[src/rtl/adc_seq_pkg.sv]
package adc_seq_pkg;

    localparam int CNT_W     = 16;
    localparam int MIN_BURST = 12;

    typedef enum logic [2:0] {
        PH_IDLE  = 3'd0,
        PH_TRACK = 3'd1,
        PH_XFER  = 3'd2,
        PH_SAMP  = 3'd3,
        PH_CONV  = 3'd4,
        PH_WAIT  = 3'd5
    } phase_e;

    typedef struct packed {
        phase_e             ph;
        logic [CNT_W-1:0]   len_m1;
        logic               load;
    } step_t;

    // Half-cycle window length minus one: n + 1/2 cycles or n + 1 cycles.
    function automatic logic [CNT_W-1:0] win_m1(input logic [CNT_W-1:0] n,
                                                input logic half);
        logic [CNT_W-1:0] dbl;
        dbl = n << 1;
        return half ? dbl : dbl + 1'b1;
    endfunction

endpackage

[src/rtl/adc_seq_cfg.sv]
module adc_seq_cfg #(
    parameter int SW = 8
) (
    input  logic [SW-1:0] samp_len,
    input  logic          burst_en,
    output logic          cfg_err
);
    import adc_seq_pkg::*;

    localparam logic [SW-1:0] MIN_LEN = SW'(MIN_BURST);

    assign cfg_err = burst_en && (samp_len < MIN_LEN);
endmodule

[src/rtl/adc_seq_timer.sv]
module adc_seq_timer #(
    parameter int W = 16
) (
    input  logic         clk,
    input  logic         rst,
    input  logic         load,
    input  logic [W-1:0] load_val,
    output logic         zero
);
    logic [W-1:0] cnt;

    always_ff @(posedge clk) begin
        if (rst)
            cnt <= '0;
        else if (load)
            cnt <= load_val;
        else if (cnt != '0)
            cnt <= cnt - 1'b1;
    end

    assign zero = (cnt == '0);
endmodule

[src/rtl/adc_seq_out.sv]
module adc_seq_out (
    input  logic                 clk,
    input  logic                 rst,
    input  adc_seq_pkg::phase_e  ph,
    input  logic                 fin,
    output logic                 samp_sw,
    output logic                 amp_hold,
    output logic                 rdy
);
    import adc_seq_pkg::*;

    always_ff @(posedge clk) begin
        if (rst)
            rdy <= 1'b0;
        else
            rdy <= fin;
    end

    assign samp_sw  = (ph == PH_SAMP) || (ph == PH_XFER);
    assign amp_hold = (ph == PH_XFER);
endmodule

[src/rtl/adc_phase_seq.sv]
module adc_phase_seq #(
    parameter int SW       = 8,
    parameter int HW       = 8,
    parameter int CONV_CYC = 13
) (
    input  logic          clk,
    input  logic          rst,
    input  logic [SW-1:0] samp_len,
    input  logic [HW-1:0] amp_hold_len,
    input  logic          amp_en,
    input  logic          burst_en,
    input  logic          freerun_en,
    input  logic          start,
    input  logic          core_done,
    output logic          samp_sw,
    output logic          amp_hold,
    output logic          rdy,
    output logic          cfg_err
);
    import adc_seq_pkg::*;

    localparam int               CONV_HC  = 2 * CONV_CYC;
    localparam logic [CNT_W-1:0] CONV_M1  = CNT_W'(CONV_HC - 1);

    phase_e           ph;
    step_t            nxt;
    logic             zero;
    logic             fin;
    logic             busy;
    logic [CNT_W-1:0] len_ext;
    logic [CNT_W-1:0] hold_ext;
    step_t            first;

    assign len_ext  = {{(CNT_W-SW){1'b0}}, samp_len};
    assign hold_ext = {{(CNT_W-HW){1'b0}}, amp_hold_len};
    assign busy     = (ph != PH_IDLE);

    adc_seq_cfg #(.SW(SW)) u_cfg (
        .samp_len (samp_len),
        .burst_en (burst_en),
        .cfg_err  (cfg_err)
    );

    adc_seq_timer #(.W(CNT_W)) u_tmr (
        .clk      (clk),
        .rst      (rst),
        .load     (nxt.load),
        .load_val (nxt.len_m1),
        .zero     (zero)
    );

    adc_seq_out u_out (
        .clk      (clk),
        .rst      (rst),
        .ph       (ph),
        .fin      (fin),
        .samp_sw  (samp_sw),
        .amp_hold (amp_hold),
        .rdy      (rdy)
    );

    always_comb begin
        first.load = 1'b1;
        if (amp_en) begin
            first.ph     = PH_TRACK;
            first.len_m1 = win_m1(len_ext, 1'b0);
        end else begin
            first.ph     = PH_SAMP;
            first.len_m1 = win_m1(len_ext, 1'b1);
        end
    end

    always_comb begin
        fin = ((ph == PH_CONV) && zero && core_done) ||
              ((ph == PH_WAIT) && core_done);
    end

    always_comb begin
        nxt.ph     = ph;
        nxt.len_m1 = '0;
        nxt.load   = 1'b0;
        case (ph)
            PH_IDLE: begin
                if (start && !cfg_err)
                    nxt = first;
            end
            PH_TRACK: begin
                if (zero) begin
                    nxt.ph     = PH_XFER;
                    nxt.len_m1 = win_m1(hold_ext, 1'b0);
                    nxt.load   = 1'b1;
                end
            end
            PH_XFER, PH_SAMP: begin
                if (zero) begin
                    nxt.ph     = PH_CONV;
                    nxt.len_m1 = CONV_M1;
                    nxt.load   = 1'b1;
                end
            end
            PH_CONV: begin
                if (zero && !core_done)
                    nxt.ph = PH_WAIT;
            end
            PH_WAIT: ;
            default: nxt.ph = PH_IDLE;
        endcase
        if (fin) begin
            if (freerun_en && !cfg_err)
                nxt = first;
            else begin
                nxt.ph   = PH_IDLE;
                nxt.load = 1'b0;
            end
        end
    end

    always_ff @(posedge clk) begin
        if (rst)
            ph <= PH_IDLE;
        else
            ph <= nxt.ph;
    end
endmodule

[config.mk]
export PLATFORM = sky130hd
export DESIGN_NAME = adc_phase_seq
export DESIGN_NICKNAME = d
export VERILOG_FILES = /design/src/rtl/adc_seq_pkg.sv /design/src/rtl/adc_seq_cfg.sv /design/src/rtl/adc_seq_timer.sv /design/src/rtl/adc_seq_out.sv /design/src/rtl/adc_phase_seq.sv
export SDC_FILE = /design/constraint.sdc
export NUM_CORES = 1
export LEC_CHECK = 0
export BUFFER_PORTS_ARGS = -buffer_cell sky130_fd_sc_hd__buf_2
export CAP_MARGIN = 20
export CORE_MARGIN = 5
export CORE_UTILIZATION = 40
export CTS_CLUSTER_SIZE = 20
export DETAILED_ROUTE_END_ITERATION = 8
export PLACE_DENSITY = 0.74
export SYNTH_ARGS = -nofsm -noshare
export SYNTH_HDL_FRONTEND = slang
export SYNTH_HIERARCHICAL = 1
export SYNTH_SLANG_ARGS = --single-unit
[constraint.sdc]
create_clock -name clk -period 3.2 [get_ports clk]
set_input_delay 0 -clock clk [delete_from_list [all_inputs] [get_ports clk]]
set_output_delay 0 -clock clk [all_outputs]
set_load 0.02 [all_outputs]
Word level (Yosys, flattened, before mapping). Cells that the tools add are included.

RAM bits: 0. Memories: 0. Flip-flop bits (word level): 20. Logic and storage cells: 47. Input bits: 23. Memory bits (read-only): 0. Output and inout port bits: 4. Latch bits: 0.

Multiply operators: 0. Add/subtract/negate cells: 3. Reduce and logical (&&, ||, !) cells: 17. Div/mod/pow operators: 0. Multiplexer cells: 13. Bitwise operators: 0. Shifts and indexed selects: 0. Order comparisons: 1. Equal/unequal tests: 10.

Operators by type and width (number): 20-bit 2-to-1 mux (4); 17-bit case mux with 3 select lines (1); 16-bit 2-to-1 mux (3); 9-bit by 1-bit adder with 10-bit output, second input constant (2); 18-bit 2-to-1 mux (1); 16-bit logical NOT (1); 16-bit nonzero test (1); 16-bit by 1-bit subtractor with 16-bit output, second input constant (1); 3-bit case mux with 5 select lines (1); 3-bit by 2-bit inequality test with 1-bit output, second input constant (3); 8-bit by 4-bit < comparator with 1-bit output, second input constant (1); 1-bit logical AND (7); 3-bit by 2-bit == test with 1-bit output, second input constant (2); 3-bit == test, second input constant (2); 5-bit AND reduction (1); 3-bit by 1-bit == test with 1-bit output, second input constant (1); 3-bit logical NOT (1); 3-bit 2-to-1 mux (1); 3-bit by 1-bit inequality test with 1-bit output, second input constant (1); 1-bit logical NOT (2); 1-bit logical OR (2); 2-bit 2-to-1 mux (1); 2-bit by 1-bit inequality test with 1-bit output, second input constant (1); 2-bit nonzero test (1); other kinds (2) (2).

Depth between registers and ports, before layout.
Word-level depth: 9. Depth in mapped cells: 15. Depth with buffers taken out: 13.

Modules after synthesis. Netlist, hierarchy kept.

Modules (own cells, without submodules): adc_seq_timer (times used 1, seq. area each 320.3 um2, cells each 116, area each 964.7 um2); adc_phase_seq (times used 1, seq. area each 60.1 um2, cells each 51, area each 399.1 um2); adc_seq_out (times used 1, seq. area each 20.0 um2, cells each 4, area each 45.0 um2); adc_seq_cfg (times used 1, seq. area each 0.0 um2, cells each 3, area each 16.3 um2).

Worst setup path after synthesis. OpenSTA, ideal clock, no wires.

Kind: register to register. Start: reg u_tmr.cnt[0]. End: reg u_tmr.cnt[5]. Data required time: 3.131 ns. Clock period less this slack: 3.468 ns. Data arrival time: 3.399 ns. Setup slack: -0.268 ns. Path buffers: 2. Library setup time: 0.069 ns. Stages on the path, launching flop included: 15. Cells stage by stage: dfxtp_1 inv_1 ha_1 or3b_2 or4_4 nor2_1 or2_1 and3_4 or2_1 buf_6 o21bai_1 nor2b_1 clkbuf_1 nand2_1 o21ai_1.

RTL lines: from (decl) (line adc_seq_timer.sv:10) `logic [W-1:0] cnt;`; from (signal assigned) (line adc_seq_timer.sv:16) `cnt <= load_val;`; from (signal assigned) (line adc_seq_timer.sv:18) `cnt <= cnt - 1'b1;`.

==> out/metrics.yaml <==
timing:
  drv_slew: 0
  tightest_slew_ns: 0.868
  final.setup.tns_ns: 0
  finClkSkew_ns: 0.00480
  slew_headroom_pct: 41.6
  hold_viol_final: 0
  max_freq_mhz: 334
  setup_viol: 0
  grt_setup_unrepaired: "false"
  setup_ws_ns: 0.210
  min_period_ns: 2.99
  fin_crit_sh_pct: 93.4
floorplan:
  core_um2: 3390
  dieWidth_um: 69.7
  num_io_pins: 27
  die_h_um: 69.7
  rows: 21
  start_util_pct: 42.0
  dieArea_um2: 4860
clock_tree:
  htreeDepth: 1
  clock_latency_ns: 0.31
  cts_tree: "done"
  cts_setup_buffers: 0
  clk_pin_slew_ns: 0.13
  root_buffer: "clkbuf_4"
  clockBufferDepth: 2
  numCtsBuffers: 3
  cts_sinks: 20
setup_path:
  critPathMaxFanout: 14
  path_class: "register to register"
  end_kind: "register"
  worstPathRequired_ns: 3.45
  cp.arrival_ns: 3.24
  critPathLaunchType: "register"
logic_synthesis:
  yosysMostFrequentCell: "dfxtp_1"
  synth_top_cells_by_count: "20 x dfxtp_1, 18 x nand2_1, 10 x a21oi_1, 10 x nor2_1, 9 x nor3_1"
  syn-instance-count: 174
  yosysTopAreaCell: "dfxtp_1"
  ys_ff_latch: 20
  synth_edf_count: 0
  synthArstFlopShare_pct: 0
  synth.area.top_cells: "dfxtp_1 28%, xnor2_1 4.9%, nand2_1 4.7%"
  yosysUniqueCellTypes: 57
  synthFlopType: "dfxtp_1"
  ys_seq_area_share_pct: 28.1
  synth_top_area_share_pct: 28.1
  syn-cell-area_um2: 1430
  yosysWarnings: 6
  avgSynthCellArea_um2: 8.19
global_route:
  antenna_found_initial: 0
  grt_pass1_vias: 1353
  grt_pass1_wl_um: 5870
  grt_usage_pct: 14.5
  overflow: 0
  grt_start_max_net_pins: 16
placed_design:
  dpl.hpwl_um: 2570
  portBuffers: 26
  gp_congestion: 0.809
  place_ws_ns: 0.233
finish:
  antenna_cells: 0
  nets: 238
  nFillCells: 325
  syn2layout_area_growth_pct: 20.2
  drive_gt1_share_pct: 23.0
routing:
  ant_nets: 0
  drcViolationCount: 0
  viasPerCell: 5.35
  drt-total-wl_um: 3420
  drt-initial-drc-count: 81
  wl_per_cell_um: 13.2
  num_vias: 1385
  firstDrtPassIters: 4
power:
  ir_drop_uv: 387
  pwr_density_cell_nw_per_um2: 1090
  p_leak_nw: 0.686
worst_hold_path:
  min_path_type: "input pin to register"
outcome:
  outcome: "complete, no violations"
flow_run:
  drv_cap: 0
[cells in the final DEF (no fill, tap or decap), types with 3 or more instances in the layout]
master / count
dfxtp_1: 20
nor2_1: 9
buf_4: 5
o2bb2ai_1: 3
and3_1: 3
nor4_1: 4
o21ai_0: 8
buf_2: 26
nor3_1: 9
a22o_1: 6
xnor2_1: 8
o21ai_1: 3
nand3_1: 3
nand2_1: 18
conb_1: 12
inv_1: 4
clkbuf_4: 3
a21oi_1: 10
nand2b_1: 4
nor2b_1: 4
o31ai_1: 3
[final timing paths]
path,from,end,slack (ns),cells after the start
max,u_tmr/cnt[0],u_tmr/cnt[7],0.21,13
min,amp_hold_len[4],u_tmr/cnt[5],0.003,4
max reg2reg,u_tmr/cnt[0],u_tmr/cnt[7],0.21,13
min reg2reg,u_tmr/cnt[15],u_tmr/cnt[15],0.58,2
[critical path: stages, from the launching register on]
cell and delay [ns]:
dfxtp_1 0.35, inv_1 0.08, ha_1 0.19, or3b_2 0.47, or4_4 0.58, nor2_2 0.12, or2_1 0.12, and3_4 0.19
or2_1 0.11, o21bai_1 0.14, buf_6 0.19, nor2b_4 0.23, nand2_1 0.07, o21ai_1 0.08
[where the power goes]
group          switching, mW  internal (mW)
Combinational          0.623          0.527
Clock                 0.0865          0.127
Sequential             0.140          0.357
[metal layers]
| layer | share of wire (%) | GRT usage [%] | vias up |
|---|---|---|---|
| li1 | - | - | 724 |
| met1 | 47 | 18.8 | 628 |
| met2 | 48 | 24.2 | 29 |
| met3 | 4.1 | 3.04 | 4 |
| met4 | 1.1 | 4.47 | 0 |
| met5 | 0 | 0 | - |
[what timing repair did]
item	4_1_cts	5_1_grt
hold endpoints to repair	1	0
setup endpoints to repair	0	1
gates resized for setup	0	1
hold buffers	1	0
[cell type report]
cell class | count | area [um2] | share of cell area (%)
clock buffer | 3 | 22.5 | 1.31
clock inverter | 1 | 30.0 | 1.75
inverter | 4 | 15.0 | 0.877
multi-input combinational | 152 | 998 | 58.3
sequential | 20 | 400 | 23.4
tap | 46 | 57.6 | 3.36
timing repair buffer | 33 | 189 | 11.0
[registers in the layout, summed over array words and instances, names as in the netlist]
name       flops
u_tmr/cnt     16
ph             3
u_out/rdy      1
[logic make-up (layout without fill, tap and decap cells)]
logic type	count (synthesis)	after routing	synth area share, %
DFF	20	20	28.1
and+or+nand+nor	77	77	33.0
AOI/OAI and AO/OA	52	52	26.1
muxes	1	1	0.702
xor gates and xnor gates	9	9	5.53
other	1	12	0.263
adders and majority gates	1	1	0.878
buffers and inverters	13	41	5.44
[stage by stage]
step | hold slack, ns | instance area, um2 | total power, mW | cells | utilization (%)
6_report | 0.00349 | 1710 | 1.86 | 259 | 50.5
5_1_grt | 0.00448 | 1710 | 2.02 | 259 | 50.5
4_1_cts | 0.000664 | 1710 | 1.86 | 259 | 50.4
3_5_place_dp | 0.331 | 1650 | 1.64 | 254 | 48.6
3_3_place_gp | 0.328 | 1650 | 1.64 | 254 | 48.6
2_1_floorplan | 0.0716 | 1480 | 1.44 | 185 | -
Power figures use the tool's default switching activity.
